==> src/rtl/pcm_sf_pkg.sv <==
package pcm_sf_pkg;

   typedef enum logic [1:0] {
      TX_IDLE  = 2'd0,
      TX_ARMED = 2'd1,
      TX_SHIFT = 2'd2
   } tx_state_e;

   typedef struct packed {
      logic rise;
      logic fall;
   } bclk_edge_t;

endpackage

==> src/rtl/pcm_sf_edge.sv <==
module pcm_sf_edge #(
   parameter int SYNC_STAGES = 0
) (
   input  logic                   clk,
   input  logic                   rst_n,
   input  logic                   lvl_in,
   output pcm_sf_pkg::bclk_edge_t edge_o
);
   logic lvl_s;
   logic lvl_q;

   initial begin
      if (SYNC_STAGES < 0) $fatal(1, "SYNC_STAGES must not be negative");
   end

   generate
      if (SYNC_STAGES == 0) begin : g_direct
         assign lvl_s = lvl_in;
      end else begin : g_sync
         logic [SYNC_STAGES-1:0] chain;
         always_ff @(posedge clk or negedge rst_n) begin
            if (!rst_n) chain <= '0;
            else        chain <= {chain, lvl_in};
         end
         assign lvl_s = chain[SYNC_STAGES-1];
      end
   endgenerate

   always_ff @(posedge clk or negedge rst_n) begin
      if (!rst_n) lvl_q <= 1'b0;
      else        lvl_q <= lvl_s;
   end

   assign edge_o.rise = lvl_s & ~lvl_q;
   assign edge_o.fall = ~lvl_s & lvl_q;
endmodule

==> src/rtl/pcm_sf_tx.sv <==
module pcm_sf_tx #(
   parameter int WORD_W = 8
) (
   input  logic                   clk,
   input  logic                   rst_n,
   input  pcm_sf_pkg::bclk_edge_t bedge,
   input  logic                   fs,
   input  logic [WORD_W-1:0]      word_in,
   output logic                   dout,
   output logic                   oe
);
   import pcm_sf_pkg::*;

   localparam int CNT_W = $clog2(WORD_W + 1);
   localparam logic [CNT_W-1:0] LAST = CNT_W'(WORD_W);

   tx_state_e         state;
   logic [CNT_W-1:0]  bit_cnt;
   logic [WORD_W-1:0] shreg;
   logic [WORD_W-1:0] hold;

   always_ff @(posedge clk or negedge rst_n) begin
      if (!rst_n) begin
         state   <= TX_IDLE;
         bit_cnt <= '0;
         shreg   <= '0;
         hold    <= '0;
         dout    <= 1'b0;
         oe      <= 1'b0;
      end else if (bedge.fall) begin
         if (fs) begin
            shreg   <= hold;
            hold    <= word_in;
            bit_cnt <= '0;
            oe      <= 1'b0;
            state   <= TX_ARMED;
         end else if (state == TX_SHIFT && bit_cnt == LAST) begin
            oe    <= 1'b0;
            state <= TX_IDLE;
         end
      end else if (bedge.rise) begin
         if (state == TX_ARMED) begin
            oe      <= 1'b1;
            dout    <= shreg[WORD_W-1];
            shreg   <= {shreg[WORD_W-2:0], 1'b0};
            bit_cnt <= CNT_W'(1);
            state   <= TX_SHIFT;
         end else if (state == TX_SHIFT && bit_cnt != LAST) begin
            dout    <= shreg[WORD_W-1];
            shreg   <= {shreg[WORD_W-2:0], 1'b0};
            bit_cnt <= bit_cnt + CNT_W'(1);
         end
      end
   end
endmodule

==> src/rtl/pcm_sf_rx.sv <==
module pcm_sf_rx #(
   parameter int WORD_W = 8
) (
   input  logic                   clk,
   input  logic                   rst_n,
   input  pcm_sf_pkg::bclk_edge_t bedge,
   input  logic                   fs,
   input  logic                   din,
   output logic [WORD_W-1:0]      word_out,
   output logic                   valid
);
   localparam int CNT_W = $clog2(WORD_W);
   localparam logic [CNT_W-1:0] LAST = CNT_W'(WORD_W - 1);

   logic              active;
   logic [CNT_W-1:0]  bit_cnt;
   logic [WORD_W-1:0] shreg;
   logic [WORD_W-1:0] next_sh;

   assign next_sh = {shreg[WORD_W-2:0], din};

   always_ff @(posedge clk or negedge rst_n) begin
      if (!rst_n) begin
         active   <= 1'b0;
         bit_cnt  <= '0;
         shreg    <= '0;
         word_out <= '0;
         valid    <= 1'b0;
      end else begin
         valid <= 1'b0;
         if (bedge.fall) begin
            if (active) begin
               shreg <= next_sh;
               if (bit_cnt == LAST) begin
                  word_out <= next_sh;
                  valid    <= 1'b1;
                  active   <= 1'b0;
               end else begin
                  bit_cnt <= bit_cnt + CNT_W'(1);
               end
            end
            if (fs) begin
               active  <= 1'b1;
               bit_cnt <= '0;
            end
         end
      end
   end
endmodule

==> src/rtl/pcm_sf_port.sv <==
module pcm_sf_port #(
   parameter int WORD_W      = 8,
   parameter int SYNC_STAGES = 0
) (
   input  logic              clk,
   input  logic              rst_n,
   input  logic              share_bclk,
   input  logic              tx_bclk,
   input  logic              tx_fs,
   input  logic [WORD_W-1:0] tx_word,
   output logic              tx_dout,
   output logic              tx_oe,
   output logic              tx_slot_n,
   input  logic              rx_bclk,
   input  logic              rx_fs,
   input  logic              rx_din,
   output logic [WORD_W-1:0] rx_word,
   output logic              rx_valid
);
   import pcm_sf_pkg::*;

   initial begin
      if (WORD_W < 2) $fatal(1, "WORD_W must be at least 2");
   end

   bclk_edge_t tx_edge;
   bclk_edge_t rx_edge;
   logic       rx_bclk_sel;

   assign rx_bclk_sel = share_bclk ? tx_bclk : rx_bclk;

   pcm_sf_edge #(.SYNC_STAGES(SYNC_STAGES)) u_tx_edge (
      .clk    (clk),
      .rst_n  (rst_n),
      .lvl_in (tx_bclk),
      .edge_o (tx_edge)
   );

   pcm_sf_edge #(.SYNC_STAGES(SYNC_STAGES)) u_rx_edge (
      .clk    (clk),
      .rst_n  (rst_n),
      .lvl_in (rx_bclk_sel),
      .edge_o (rx_edge)
   );

   logic tx_fs_d;
   logic rx_fs_d;
   logic rx_din_d;

   generate
      if (SYNC_STAGES == 0) begin : g_nodly
         assign tx_fs_d  = tx_fs;
         assign rx_fs_d  = rx_fs;
         assign rx_din_d = rx_din;
      end else begin : g_dly
         logic [SYNC_STAGES-1:0] c_tfs, c_rfs, c_rd;
         always_ff @(posedge clk or negedge rst_n) begin
            if (!rst_n) begin
               c_tfs <= '0;
               c_rfs <= '0;
               c_rd  <= '0;
            end else begin
               c_tfs <= {c_tfs, tx_fs};
               c_rfs <= {c_rfs, rx_fs};
               c_rd  <= {c_rd, rx_din};
            end
         end
         assign tx_fs_d  = c_tfs[SYNC_STAGES-1];
         assign rx_fs_d  = c_rfs[SYNC_STAGES-1];
         assign rx_din_d = c_rd[SYNC_STAGES-1];
      end
   endgenerate

   pcm_sf_tx #(.WORD_W(WORD_W)) u_tx (
      .clk     (clk),
      .rst_n   (rst_n),
      .bedge   (tx_edge),
      .fs      (tx_fs_d),
      .word_in (tx_word),
      .dout    (tx_dout),
      .oe      (tx_oe)
   );

   assign tx_slot_n = ~tx_oe;

   pcm_sf_rx #(.WORD_W(WORD_W)) u_rx (
      .clk      (clk),
      .rst_n    (rst_n),
      .bedge    (rx_edge),
      .fs       (rx_fs_d),
      .din      (rx_din_d),
      .word_out (rx_word),
      .valid    (rx_valid)
   );
endmodule

==> config.mk <==
export PLATFORM = sky130hd
export DESIGN_NAME = pcm_sf_port
export DESIGN_NICKNAME = d
export VERILOG_FILES = /design/src/rtl/pcm_sf_pkg.sv /design/src/rtl/pcm_sf_edge.sv /design/src/rtl/pcm_sf_tx.sv /design/src/rtl/pcm_sf_rx.sv /design/src/rtl/pcm_sf_port.sv
export SDC_FILE = /design/constraint.sdc
export NUM_CORES = 1
export LEC_CHECK = 0
export BUFFER_PORTS_ARGS = -buffer_cell sky130_fd_sc_hd__buf_2
export CORE_MARGIN = 3
export CORE_UTILIZATION = 30
export CTS_CLUSTER_DIAMETER = 120
export DETAILED_ROUTE_END_ITERATION = 10
export HOLD_SLACK_MARGIN = 0.15
export PLACE_DENSITY_LB_ADDON = 0.25
export RECOVER_POWER = 50
export SLEW_MARGIN = 10
export SYNTH_ARGS = -nofsm -noshare
export SYNTH_HDL_FRONTEND = slang
export SYNTH_SLANG_ARGS = --single-unit
==> constraint.sdc <==
create_clock -name clk -period 2.3 [get_ports clk]
set_input_delay 0.23 -clock clk [delete_from_list [all_inputs] [get_ports clk]]
set_output_delay 0.23 -clock clk [all_outputs]
set_load 0.02 [all_outputs]
# ---- After elaboration in Yosys (flattened, before gate mapping)
# Cells that the tools add are included.
dict set report word_totals {
  register_bits 46
  latchBits 0
  ramBits 0
  rom_bits 0
  input_bits 16
  word_cells 77
  memories 0
}
dict set report classes {
  addsub 2
  n_mul 0
  div_mod_pow 0
  n_lt_le_gt_ge 0
  eq_ne 8
  shift 0
  n_mux 32
  bitwise_logic 8
  n_reduce_logical 14
}
# cell n
set ops {}
lappend ops {{$mux W8} 5}
lappend ops {{$mux W4} 5}
lappend ops {{$reduce_and A3 Y1} 5}
lappend ops {{$mux W1} 14}
lappend ops {{$mux W2} 5}
lappend ops {{$mux W3} 3}
lappend ops {{$reduce_bool A2 Y1} 4}
lappend ops {{$not A1 Y1} 5}
lappend ops {{$add A4 B1 Y4 const B} 1}
lappend ops {{$eq A4 B4 Y1 const B} 1}
lappend ops {{$ne A2 B2 Y1 const B} 2}
lappend ops {{$ne A4 B4 Y1 const B} 1}
lappend ops {{$reduce_and A2 Y1} 2}
lappend ops {{$add A3 B1 Y3 const B} 1}
lappend ops {{$and A1 B1 Y1} 3}
lappend ops {{$eq A3 B3 Y1 const B} 1}
lappend ops {{$ne A3 B2 Y1 const B} 1}
lappend ops {{$reduce_bool A3 Y1} 1}
lappend ops {{$eq A2 B1 Y1 const B} 1}
lappend ops {{$eq A2 B2 Y1 const B} 1}
lappend ops {{$logic_and A1 B1 Y1} 2}

# ---- Longest topological paths before layout
# Gate-level depths: netlist of run 1.
dict set report logic_depth {
  word_depth 6
  ltp_mapped 8
  ltp_nobuf 6
}

# ---- Modules after synthesis
# Synthesis of run 1 repeated with hierarchy kept, for this count alone.
dict set report hier_totals {
  hier_cells 149
  hier_area_um2 2074.5
}
# module n_inst cells_each area_each_um2 seq_area_each_um2
set modules_own_cells {}
lappend modules_own_cells {pcm_sf_tx 1 86 1138.6 575.6}
lappend modules_own_cells {pcm_sf_rx 1 55 837.1 500.5}
lappend modules_own_cells {pcm_sf_edge 2 3 40.0 25.0}
lappend modules_own_cells {pcm_sf_port 1 2 18.8 0.0}

# ---- Least setup slack after synthesis of run 1
# No wires, ideal clock.
dict set report synth_path {
  path_kind {reg2reg}
  from {register u_tx_edge.lvl_q}
  to {register u_tx.shreg[2]}
  arrival_time_ns 1.551
  setup_slack_ns 0.624
  stages_incl_launch_ff 7
  path_buffers 1
  cell_sequence {dfrtp_1 ha_1 nor2_2 nand3_2 o211ai_2 buf_6 mux2_2}
}
dict set report synth_via {
  elab_chain_cells 4
  elab_cells_between_ends 8
  cone_classes {eq/ne: 1; mux: 1; bitwise: 3; reduce/logical: 3}
}
# item line_no
set synth_rtl {}
lappend synth_rtl {{from (decl)} pcm_sf_edge.sv:10} ;# logic lvl_q;
lappend synth_rtl {{from (signal assigned)} pcm_sf_edge.sv:31} ;# else lvl_q <= lvl_s;
lappend synth_rtl {{$not A1 Y1} pcm_sf_edge.sv:34} ;# assign edge_o.rise = lvl_s & ~lvl_q;
lappend synth_rtl {{$and A1 B1 Y1} pcm_sf_edge.sv:34}
lappend synth_rtl {{$reduce_bool A2 Y1 (no line)} -}
lappend synth_rtl {{$reduce_and A3 Y1 (no line)} -}
lappend synth_rtl {{to (signal assigned)} pcm_sf_tx.sv:32} ;# shreg <= hold;
lappend synth_rtl {{to (signal assigned)} pcm_sf_tx.sv:45} ;# shreg <= {shreg[WORD_W-2:0], 1'b0};
lappend synth_rtl {{to (signal assigned)} pcm_sf_tx.sv:50} ;# shreg <= {shreg[WORD_W-2:0], 1'b0};
lappend synth_rtl {{to (decl)} pcm_sf_tx.sv:19} ;# logic [WORD_W-1:0] shreg;
# Parallel ways exist; a longest one is shown, timed or not.
# A chain may end at the register's enable or synchronous reset.

# ---- Worst setup path in the final report of run 1
dict set report layout_path {
  from {input tx_bclk}
  to {register u_tx.shreg[2]}
}
dict set report layout_via {
  elab_chain_cells 4
  elab_cells_between_ends 8
  cone_classes {eq/ne: 1; mux: 1; bitwise: 3; reduce/logical: 3}
}
# item line_no
set layout_rtl {}
lappend layout_rtl {{from (decl)} pcm_sf_port.sv:8} ;# input logic tx_bclk,
lappend layout_rtl {{$not A1 Y1} pcm_sf_edge.sv:35} ;# assign edge_o.fall = ~lvl_s & lvl_q;
lappend layout_rtl {{$and A1 B1 Y1} pcm_sf_edge.sv:35}
lappend layout_rtl {{$ne A2 B2 Y1 (no line) (tied with other cells)} -}
lappend layout_rtl {{$reduce_and A3 Y1 (no line)} -}
# Parallel ways exist; a longest one is shown, timed or not.

==> results of run 1 <==
## routing by layer
metal | part of all wire, % | up-vias | wire [um]
met2 | 44 | 24 | 1520
li1 | - | 629 | -
met3 | 4.7 | 4 | 161
met4 | 1.3 | 0 | 45
met5 | 0 | - | 0
met1 | 50 | 607 | 1720
## power breakdown
group / switching, mW / leakage (nW) / total [mW] / internal, mW
clock network: 0.287 / 0.0591 / 0.618 / 0.332
logic: 0.251 / 0.518 / 0.560 / 0.309
registers: 0.147 / 0.565 / 1.17 / 1.02
total: 0.685 / 1.14 / 2.35 / 1.66
## sequential cells by signal, summed over array words and instances (netlist names)
signal and cells:
u_rx.active 1, u_rx.bit_cnt 3, u_rx.shreg 7, u_rx.valid 1, u_rx.word_out 8, u_rx_edge.lvl_q 1, u_tx.bit_cnt 4, u_tx.dout 1
u_tx.hold 8, u_tx.shreg 8, u_tx.state 2, u_tx_edge.lvl_q 1
## worst register-to-register path, delay by kind of cell, from the launching register on
kind / cells / cell delay (ps)
fa+ha+maj: 1 / 410
flops: 1 / 390
mux: 1 / 390
simple gates: 2 / 330
compound gates: 1 / 230
## Yosys cell counts
| library cell | count |
|---|---|
| dfrtp_1 | 45 |
| and2b_1 | 1 |
| nand2_2 | 1 |
| nor2_2 | 1 |
| buf_6 | 2 |
| o22ai_1 | 1 |
| o211ai_1 | 2 |
| buf_1 | 1 |
| a22o_1 | 1 |
| buf_2 | 2 |
| or4_1 | 1 |
| nand3b_1 | 1 |
| nand3_2 | 1 |
| inv_1 | 10 |
| nand3_4 | 1 |
| o21ba_2 | 1 |
| a31oi_1 | 3 |
| nor2_1 | 3 |
| a21oi_1 | 2 |
| and2_1 | 1 |
| ha_1 | 6 |
| nand2_1 | 12 |
| nor2b_1 | 5 |
| o41ai_1 | 1 |
| mux2i_1 | 3 |
| mux2_2 | 36 |
| o211ai_2 | 1 |
| mux2_1 | 1 |
| nand3_1 | 2 |
| nor3b_1 | 1 |
| o21ai_0 | 5 |
| or3b_2 | 2 |
| o311ai_0 | 1 |
## final timing paths
| kind | start | end | slack (ps) | depth (start not counted) |
|---|---|---|---|---|
| max | tx_bclk | u_tx.shreg[2] | 200 | 8 |
| min | tx_word[5] | u_tx.hold[5] | 160 | 2 |
| max reg2reg | u_tx_edge.lvl_q | u_tx.shreg[2] | 450 | 5 |
| min reg2reg | u_tx.bit_cnt[3] | u_tx.bit_cnt[3] | 470 | 1 |
| max in group asynchronous | rst_n | u_tx.hold[1] | 620 | 3 |
| min in group asynchronous | rst_n | u_tx.hold[4] | 590 | 2 |
## what timing repair did
action                     CTS  global route
hold buffers                 3             1
hold endpoints to repair    18             1
gates resized for setup      0             1
setup endpoints to repair    0             7
## per-stage QoR
| stage | cell area (um2) | cells | utilization [%] | worst slack, ps | hold WS [ps] |
|---|---|---|---|---|---|
| finish | 2410 | 272 | 37.4 | 195 | 162 |
| global route | 2410 | 272 | 37.4 | 59.4 | 154 |
| CTS | 2410 | 271 | 37.3 | 93.3 | 155 |
| detailed placement | 2260 | 260 | 35.0 | 313 | 184 |
| global placement | 2260 | 260 | 35.0 | 352 | 190 |
| floorplan | 2040 | 157 | - | 624 | -65.6 |
## area by class of cell
cell class,count,share of cell area (%)
inverters,10,1.55
clock inverters,3,1.97
flip-flops and latches,45,46.6
clock buffers,5,2.85
well taps,77,3.99
multi-input cells,97,35.0
repair buffers,35,7.98
## cell families after synthesis
| kind of cell | Yosys count | synth area share [%] |
|---|---|---|
| AND/OR/NAND/NOR | 33 | 9.40 |
| buffers and inverters | 15 | 3.62 |
| AO/OA/AOI/OAI | 18 | 6.08 |
| adder cells (fa/ha/maj) | 6 | 3.69 |
| multiplexers | 40 | 21.9 |
| flip-flops | 45 | 55.3 |
==> flow_summary.json, run 1 <==
{
  "fillCellCount": 663,
  "synth_top_area_share_pct": 55.3,
  "register_area_um2": 1130,
  "antenna_found_initial": 0,
  "htreeDepth": 2,
  "clkTransAtPathRegs_ps": 90,
  "clk-insertion-delay-late_ps": 290,
  "grt_overflow": 0,
  "cts_buffers": 5,
  "slew_headroom_pct": 37.1,
  "setup_viol": 0,
  "yosysTopAreaCell": "dfrtp_1",
  "cp_slowest_cell": "dlygate4sd3_1",
  "row_count": 29,
  "cts_sinks": 45,
  "area_delta_synth_final_pct": 18.6,
  "start_util_pct": 31.5,
  "grt_use_met2_pct": 14.8,
  "diodes": 0,
  "ys_ff_latch": 45,
  "ys_seq_area_share_pct": 55.3,
  "grt_pass1_vias": 1245,
  "layout_min_cycle_time_ps": 2100,
  "drv_cap": 0,
  "cp.required_ps": 2490,
  "nets": 216,
  "fin_skew_ps": 3.08,
  "critPathKind": "in2reg",
  "drt_iter0_markers": 29,
  "gp_congestion": 0.674,
  "worstPathMaxFanout": 11,
  "critical-path-max-stage-delay_ps": 520,
  "place_hpwl_um": 2500,
  "worstMarginPinSlew_ps": 944,
  "rsz0062_at_grt": "false",
  "cts_root_buf": "clkbuf_8",
  "ir_worst_vdd_mv": 0.399,
  "syn_area_um2": 2040,
  "fmax_mhz": 475,
  "grt_pass1_wl_um": 5920,
  "slew_viol_final": 0,
  "fin_setup_tns_ps": 0,
  "grt_max_degree": 19,
  "layout_commonest_cell": "dfrtp_1",
  "ys.warnings.count": 0,
  "avgSynthCellArea_um2": 13.0,
  "grtUsageTotal_pct": 9.93,
  "remaining_drc_errors": 0,
  "busiest_layer": "met2",
  "wire_per_inst_um": 12.7,
  "wirelength_um": 3440,
  "power_leakage_nw": 1.14,
  "die_area_um2": 7810,
  "die_w_um": 88.4,
  "start_kind": "input pin",
  "viasPerCell": 4.65,
  "antenna_left": 0,
  "period_share_pct": 91.5,
  "port_buffers": 27,
  "cts_setup_buffers": 0,
  "synth_nets": 179,
  "cp-end-kind": "flip-flop",
  "outcome": "finished, final reports clean",
  "vias": 1264,
  "multi_input_area_um2": 846,
  "ys_types": 33,
  "crit_chain": "dlygate4sd3_1, buf_2, inv_1, ha_1, nor2_2, nand3_2, o211ai_4, mux2_2",
  "p_total_mw": 2.35,
  "final_cell_mix": "dfrtp_1, mux2_2, buf_2",
  "report.final.hold_viol_count": 0,
  "synthCells": 157,
  "grtUsageMet3_pct": 4.00,
  "cp_top_family": "buffers and inverters",
  "powerDensity_nw_per_um2": 972,
  "coreArea_um2": 6460,
  "cts_tree": "yes",
  "die_height_um": 88.4,
  "clock_path_buffers": 2,
  "min_path_type": "in2reg",
  "io_pins": 28,
  "worst-path-buf-inv": 3,
  "drive_above_1_share_pct": 39.5,
  "drtPass1Iterations": 2,
  "critPathArrivalTime_ps": 2290,
  "gr-usage-met1_pct": 13.4,
  "synthTopCellsByArea": "dfrtp_1, mux2_2, ha_1, nand2_1, inv_1"
}
(Power assumes the default switching activity.)
==> run 2, diff against run 1 <==
--- a/config.mk
+++ b/config.mk
@@ -16,4 +16,5 @@
 export SLEW_MARGIN = 10
 export SYNTH_ARGS = -nofsm -noshare
 export SYNTH_HDL_FRONTEND = slang
+export SYNTH_HIERARCHICAL = 1
 export SYNTH_SLANG_ARGS = --single-unit
==> flow_summary.json, run 2 <==
{
  "antenna_left": 0,
  "cts_setup_buffers": 0,
  "place_hpwl_um": 2360,
  "grt_overflow": 0,
  "synth_nets": 168,
  "coreArea_um2": 6530,
  "cts_resized": 0,
  "critPathArrivalTime_ps": 2300,
  "grtUsageTotal_pct": 9.84,
  "cts_tree": "yes",
  "row_count": 29,
  "p_sw_share_pct": 28.4,
  "cts_buffers": 5,
  "antenna_found_initial": 0,
  "drt_iter0_markers": 59,
  "drive_above_1_share_pct": 45.9,
  "layout_commonest_cell": "dfrtp_1",
  "p_seq_share_pct": 50.0,
  "critPathKind": "in2reg",
  "netSwitchingPower_mw": 0.656,
  "power_leakage_nw": 1.16,
  "clock_path_buffers": 2,
  "die_height_um": 89.0,
  "ys.warnings.count": 6,
  "clkPwrFrac_pct": 26.1,
  "drtPass1Iterations": 3,
  "io_pins": 28,
  "final_cell_mix": "dfrtp_1, mux2_2, buf_2",
  "wire_per_inst_um": 12.9,
  "cp.required_ps": 2480,
  "avgSynthCellArea_um2": 14.0,
  "vias": 1211,
  "clk-insertion-delay-late_ps": 300,
  "slew_headroom_pct": 26.9,
  "critical-path-max-stage-delay_ps": 530,
  "r2r_start": "u_tx_edge/lvl_q",
  "port_buffers": 27,
  "nets": 204,
  "clkTransAtPathRegs_ps": 80,
  "diodes": 0,
  "remaining_drc_errors": 0,
  "combPwrFrac_pct": 24.0,
  "crit_chain": "dlygate4sd3_1, clkbuf_1, and2b_2, nor2b_2, nand4b_4, nand2_4, mux2_4",
  "min_path_type": "in2reg",
  "htreeDepth": 2,
  "synthCells": 148,
  "syn_area_um2": 2070,
  "drv_cap": 0,
  "layout_min_cycle_time_ps": 2110,
  "fillCellCount": 657,
  "reg.largest.list": "u_rx/word_out (8), u_tx/hold (8), u_tx/shreg (8)",
  "report.final.hold_viol_count": 0,
  "grt_pass1_wl_um": 6060,
  "powerDensity_nw_per_um2": 952,
  "fin_setup_tns_ps": 0,
  "cts_hold_buf": 3,
  "hold_start": "tx_word[0]",
  "internal-power_mw": 1.65,
  "worstPathMaxFanout": 14,
  "wirelength_um": 3390,
  "place_ws_ps": 449,
  "period_share_pct": 91.8,
  "setup.worst_path.start": "tx_bclk",
  "layout_setup_ws_ps": 189,
  "outcome": "finished, final reports clean",
  "grt_pass1_vias": 1287,
  "ir_worst_vdd_mv": 0.426,
  "fmax_mhz": 474,
  "area_delta_synth_final_pct": 17.4,
  "fin_skew_ps": 6.16,
  "rsz0062_at_grt": "false",
  "cts_root_buf": "clkbuf_8",
  "start_util_pct": 31.7,
  "gp_congestion": 0.738,
  "viasPerCell": 4.62,
  "grt_max_degree": 46,
  "cts_sinks": 45,
  "start_kind": "input pin",
  "die_area_um2": 7930,
  "setup_viol": 0,
  "worstMarginPinSlew_ps": 1100,
  "slew_viol_final": 0,
  "die_w_um": 89.0,
  "cp_slowest_cell": "dlygate4sd3_1",
  "cp-end-kind": "flip-flop"
}
## run 2: layout make-up
type / count / area [um2] / share of cell area [%]
clock buffers: 5 / 68.8 / 2.84
repair buffers: 32 / 171 / 7.06
inverters: 7 / 26.3 / 1.08
multi-input cells: 93 / 892 / 36.8
flip-flops and latches: 45 / 1130 / 46.4
well taps: 77 / 96.3 / 3.97
clock inverters: 3 / 46.3 / 1.91
## run 2: final timing paths
kind | to | slack (ps) | depth (start not counted)
setup / recovery | u_tx/shreg[2] | 190 | 7
min in group asynchronous | u_rx/bit_cnt[0] | 740 | 3
max in group asynchronous | u_tx/shreg[2] | 880 | 3
hold reg to reg | u_tx/shreg[0] | 500 | 2
setup reg to reg | u_tx/shreg[2] | 450 | 5
hold / removal | u_tx/hold[0] | 160 | 2
## run 2: power groups by stage
| stage | clock [mW] | combinational, mW | sequential (mW) |
|---|---|---|---|
| after floorplan | 0 | 0.427 | 1.15 |
| after global placement | 0 | 0.551 | 1.17 |
| after detailed placement | 0 | 0.564 | 1.17 |
| after CTS | 0.629 | 0.569 | 1.16 |
| after global routing | 0.665 | 0.626 | 1.19 |
| final | 0.602 | 0.554 | 1.15 |
## run 2: routing by layer
layer | up-vias | routed length, um | GRT usage [%]
li1 | 601 | - | -
met2 | 22 | 1550 | 15.5
met5 | - | 0 | 0
met1 | 581 | 1620 | 12.6
met3 | 7 | 163 | 3.23
met4 | 0 | 57 | 3.65
## run 2: worst max-delay path: cells and delay by family
family | cells | cell delay [ps]
AND/OR/NAND/NOR | 4 | 1060
buffers and inverters | 2 | 670
multiplexers | 1 | 320
## run 2: metrics by stage
stage	power, mW	util [%]	cells	cell area [um2]	hold slack [ps]
detailed placement	1.73	35.1	251	2290	356
global route	2.48	37.2	262	2430	153
floorplan	1.57	-	148	2070	-65.6
finish	2.31	37.2	262	2430	160
global placement	1.73	35.1	251	2290	359
CTS	2.36	37.4	262	2440	150
==> run 3, diff against run 2 <==
--- a/config.mk
+++ b/config.mk
@@ -5,11 +5,11 @@
 export SDC_FILE = /design/constraint.sdc
 export NUM_CORES = 1
 export LEC_CHECK = 0
-export BUFFER_PORTS_ARGS = -buffer_cell sky130_fd_sc_hd__buf_2
 export CORE_MARGIN = 3
 export CORE_UTILIZATION = 30
 export CTS_CLUSTER_DIAMETER = 120
 export DETAILED_ROUTE_END_ITERATION = 10
+export DONT_BUFFER_PORTS = 1
 export HOLD_SLACK_MARGIN = 0.15
 export PLACE_DENSITY_LB_ADDON = 0.25
 export RECOVER_POWER = 50
==> constraint.sdc (replaced) <==
create_clock -name clk -period 2.3 [get_ports clk]
set_input_delay 0.69 -clock clk [delete_from_list [all_inputs] [get_ports clk]]
set_output_delay 0.69 -clock clk [all_outputs]
set_load 0.02 [all_outputs]
==> flow_summary.json, run 3 (synthesized netlist as in run 2, its figures left out) <==
{
  "period_share_pct": 84.4,
  "clk-insertion-delay-late_ps": 290,
  "powerDensity_nw_per_um2": 1040,
  "cts_buffers": 5,
  "setup_viol": 0,
  "remaining_drc_errors": 0,
  "grtUsageTotal_pct": 9.89,
  "port_buffers": 0,
  "reg.largest.list": "u_rx/word_out (8), u_tx/hold (8), u_tx/shreg (8)",
  "multi_input_area_um2": 885,
  "io_pins": 28,
  "worstPathMaxFanout": 14,
  "slew_viol_final": 0,
  "cp.required_ps": 2470,
  "clock_path_buffers": 2,
  "report.final.hold_viol_count": 0,
  "fmax_mhz": 515,
  "htreeDepth": 2,
  "viasPerCell": 4.96,
  "layout_setup_ws_ps": 358,
  "drv_cap": 0,
  "drt_iter0_markers": 43,
  "coreArea_um2": 6530,
  "outcome": "finished, final reports clean",
  "grt_pass1_wl_um": 6010,
  "die_w_um": 89.0,
  "place_hpwl_um": 2540,
  "critPathKind": "in2reg",
  "p_total_mw": 2.39,
  "area_delta_synth_final_pct": 10.6,
  "slew_headroom_pct": 26.8,
  "ir_worst_vdd_mv": 0.442,
  "wirelength_um": 3540,
  "drive_above_1_share_pct": 39.1,
  "cts_sinks": 45,
  "row_count": 29,
  "grt_overflow": 0,
  "cts_tree": "yes",
  "cp-end-kind": "flip-flop",
  "clkTransAtPathRegs_ps": 90,
  "die_area_um2": 7930,
  "die_height_um": 89.0,
  "hold-worst-slack_ps": 419,
  "min_path_type": "in2reg",
  "vias": 1156,
  "grt_max_degree": 46,
  "worstMarginPinSlew_ps": 1100,
  "rsz0062_at_grt": "false",
  "grt_pass1_vias": 1220,
  "layout_min_cycle_time_ps": 1940,
  "gp_congestion": 0.761,
  "wire_per_inst_um": 15.2,
  "final_cell_mix": "dfrtp_1, mux2_2, inv_1, mux2_4, nand2_1",
  "antenna_found_initial": 0,
  "cts_root_buf": "clkbuf_8",
  "nets": 175,
  "power_leakage_nw": 1.07,
  "start_kind": "input pin",
  "diodes": 0,
  "critPathArrivalTime_ps": 2110,
  "place_ws_ps": 132,
  "register_area_um2": 1130,
  "fin_setup_tns_ps": 0,
  "start_util_pct": 31.7,
  "fillCellCount": 632,
  "fin_util_pct": 35.0,
  "layout_commonest_cell": "dfrtp_1",
  "fin_skew_ps": 7.24,
  "drtPass1Iterations": 4,
  "antenna_left": 0
}
## run 3: cell types whose count changed in the layout (fill, tap and decap cells not counted), sizes merged
cell,previous run,this run
buf,23,2
clkbuf,11,6
clkinvlp,1,0
bufinv,1,2
dlygate4sd3,3,0
## run 3: worst max-delay path, stage by stage
cell      delay [ps]
and2b_1          340
nor2b_2          370
nand4b_4         180
nand2_4          210
mux2_4           320
## run 3: area by class of cell
type | instances | share of cell area [%]
multi-input cells | 93 | 38.7
clock inverters | 3 | 2.84
flip-flops and latches | 45 | 49.2
clock buffers | 5 | 3.01
inverters | 7 | 1.15
repair buffers | 3 | 0.875
well taps | 77 | 4.21
## run 3: routing by layer
metal / vias up / GRT usage (%) / routed length, um
li1: 543 / - / -
met1: 586 / 12.2 / 1560
met2: 25 / 16.0 / 1780
met3: 2 / 3.59 / 190
met4: 0 / 3.38 / 14
met5: - / 0 / 0
## run 3: metrics by stage
stage               cell area, um2  std cells
floorplan                     2070        148
global placement              2160        224
detailed placement            2160        224
CTS                           2320        233
global route                  2290        233
finish                        2290        233
## run 3: what timing repair did
action / 4_1_cts / 5_1_grt
endpoints found under the hold margin: 45 / 0
hold buffers: 1 / 0
setup buffers: 0 / 0
gates resized for setup: 0 / 0
## run 3: final timing paths
kind	startpoint	to	slack, ps	cells after the start
worst max-delay path	tx_bclk	u_tx/shreg[5]	360	5
worst min-delay path	tx_bclk	u_tx_edge/lvl_q	420	0
worst max register to register	u_tx_edge/lvl_q	u_tx/shreg[5]	370	5
worst min register to register	u_tx/shreg[0]	u_tx/shreg[0]	510	2
max in group asynchronous	rst_n	u_tx/shreg[6]	1030	1
min in group asynchronous	rst_n	u_rx/bit_cnt[1]	580	1
## run 3: where the power goes
group / total (mW) / switching, mW / internal [mW]
registers: 1.19 / 0.187 / 1.00
logic: 0.504 / 0.199 / 0.305
clock network: 0.698 / 0.266 / 0.432
total: 2.39 / 0.652 / 1.74
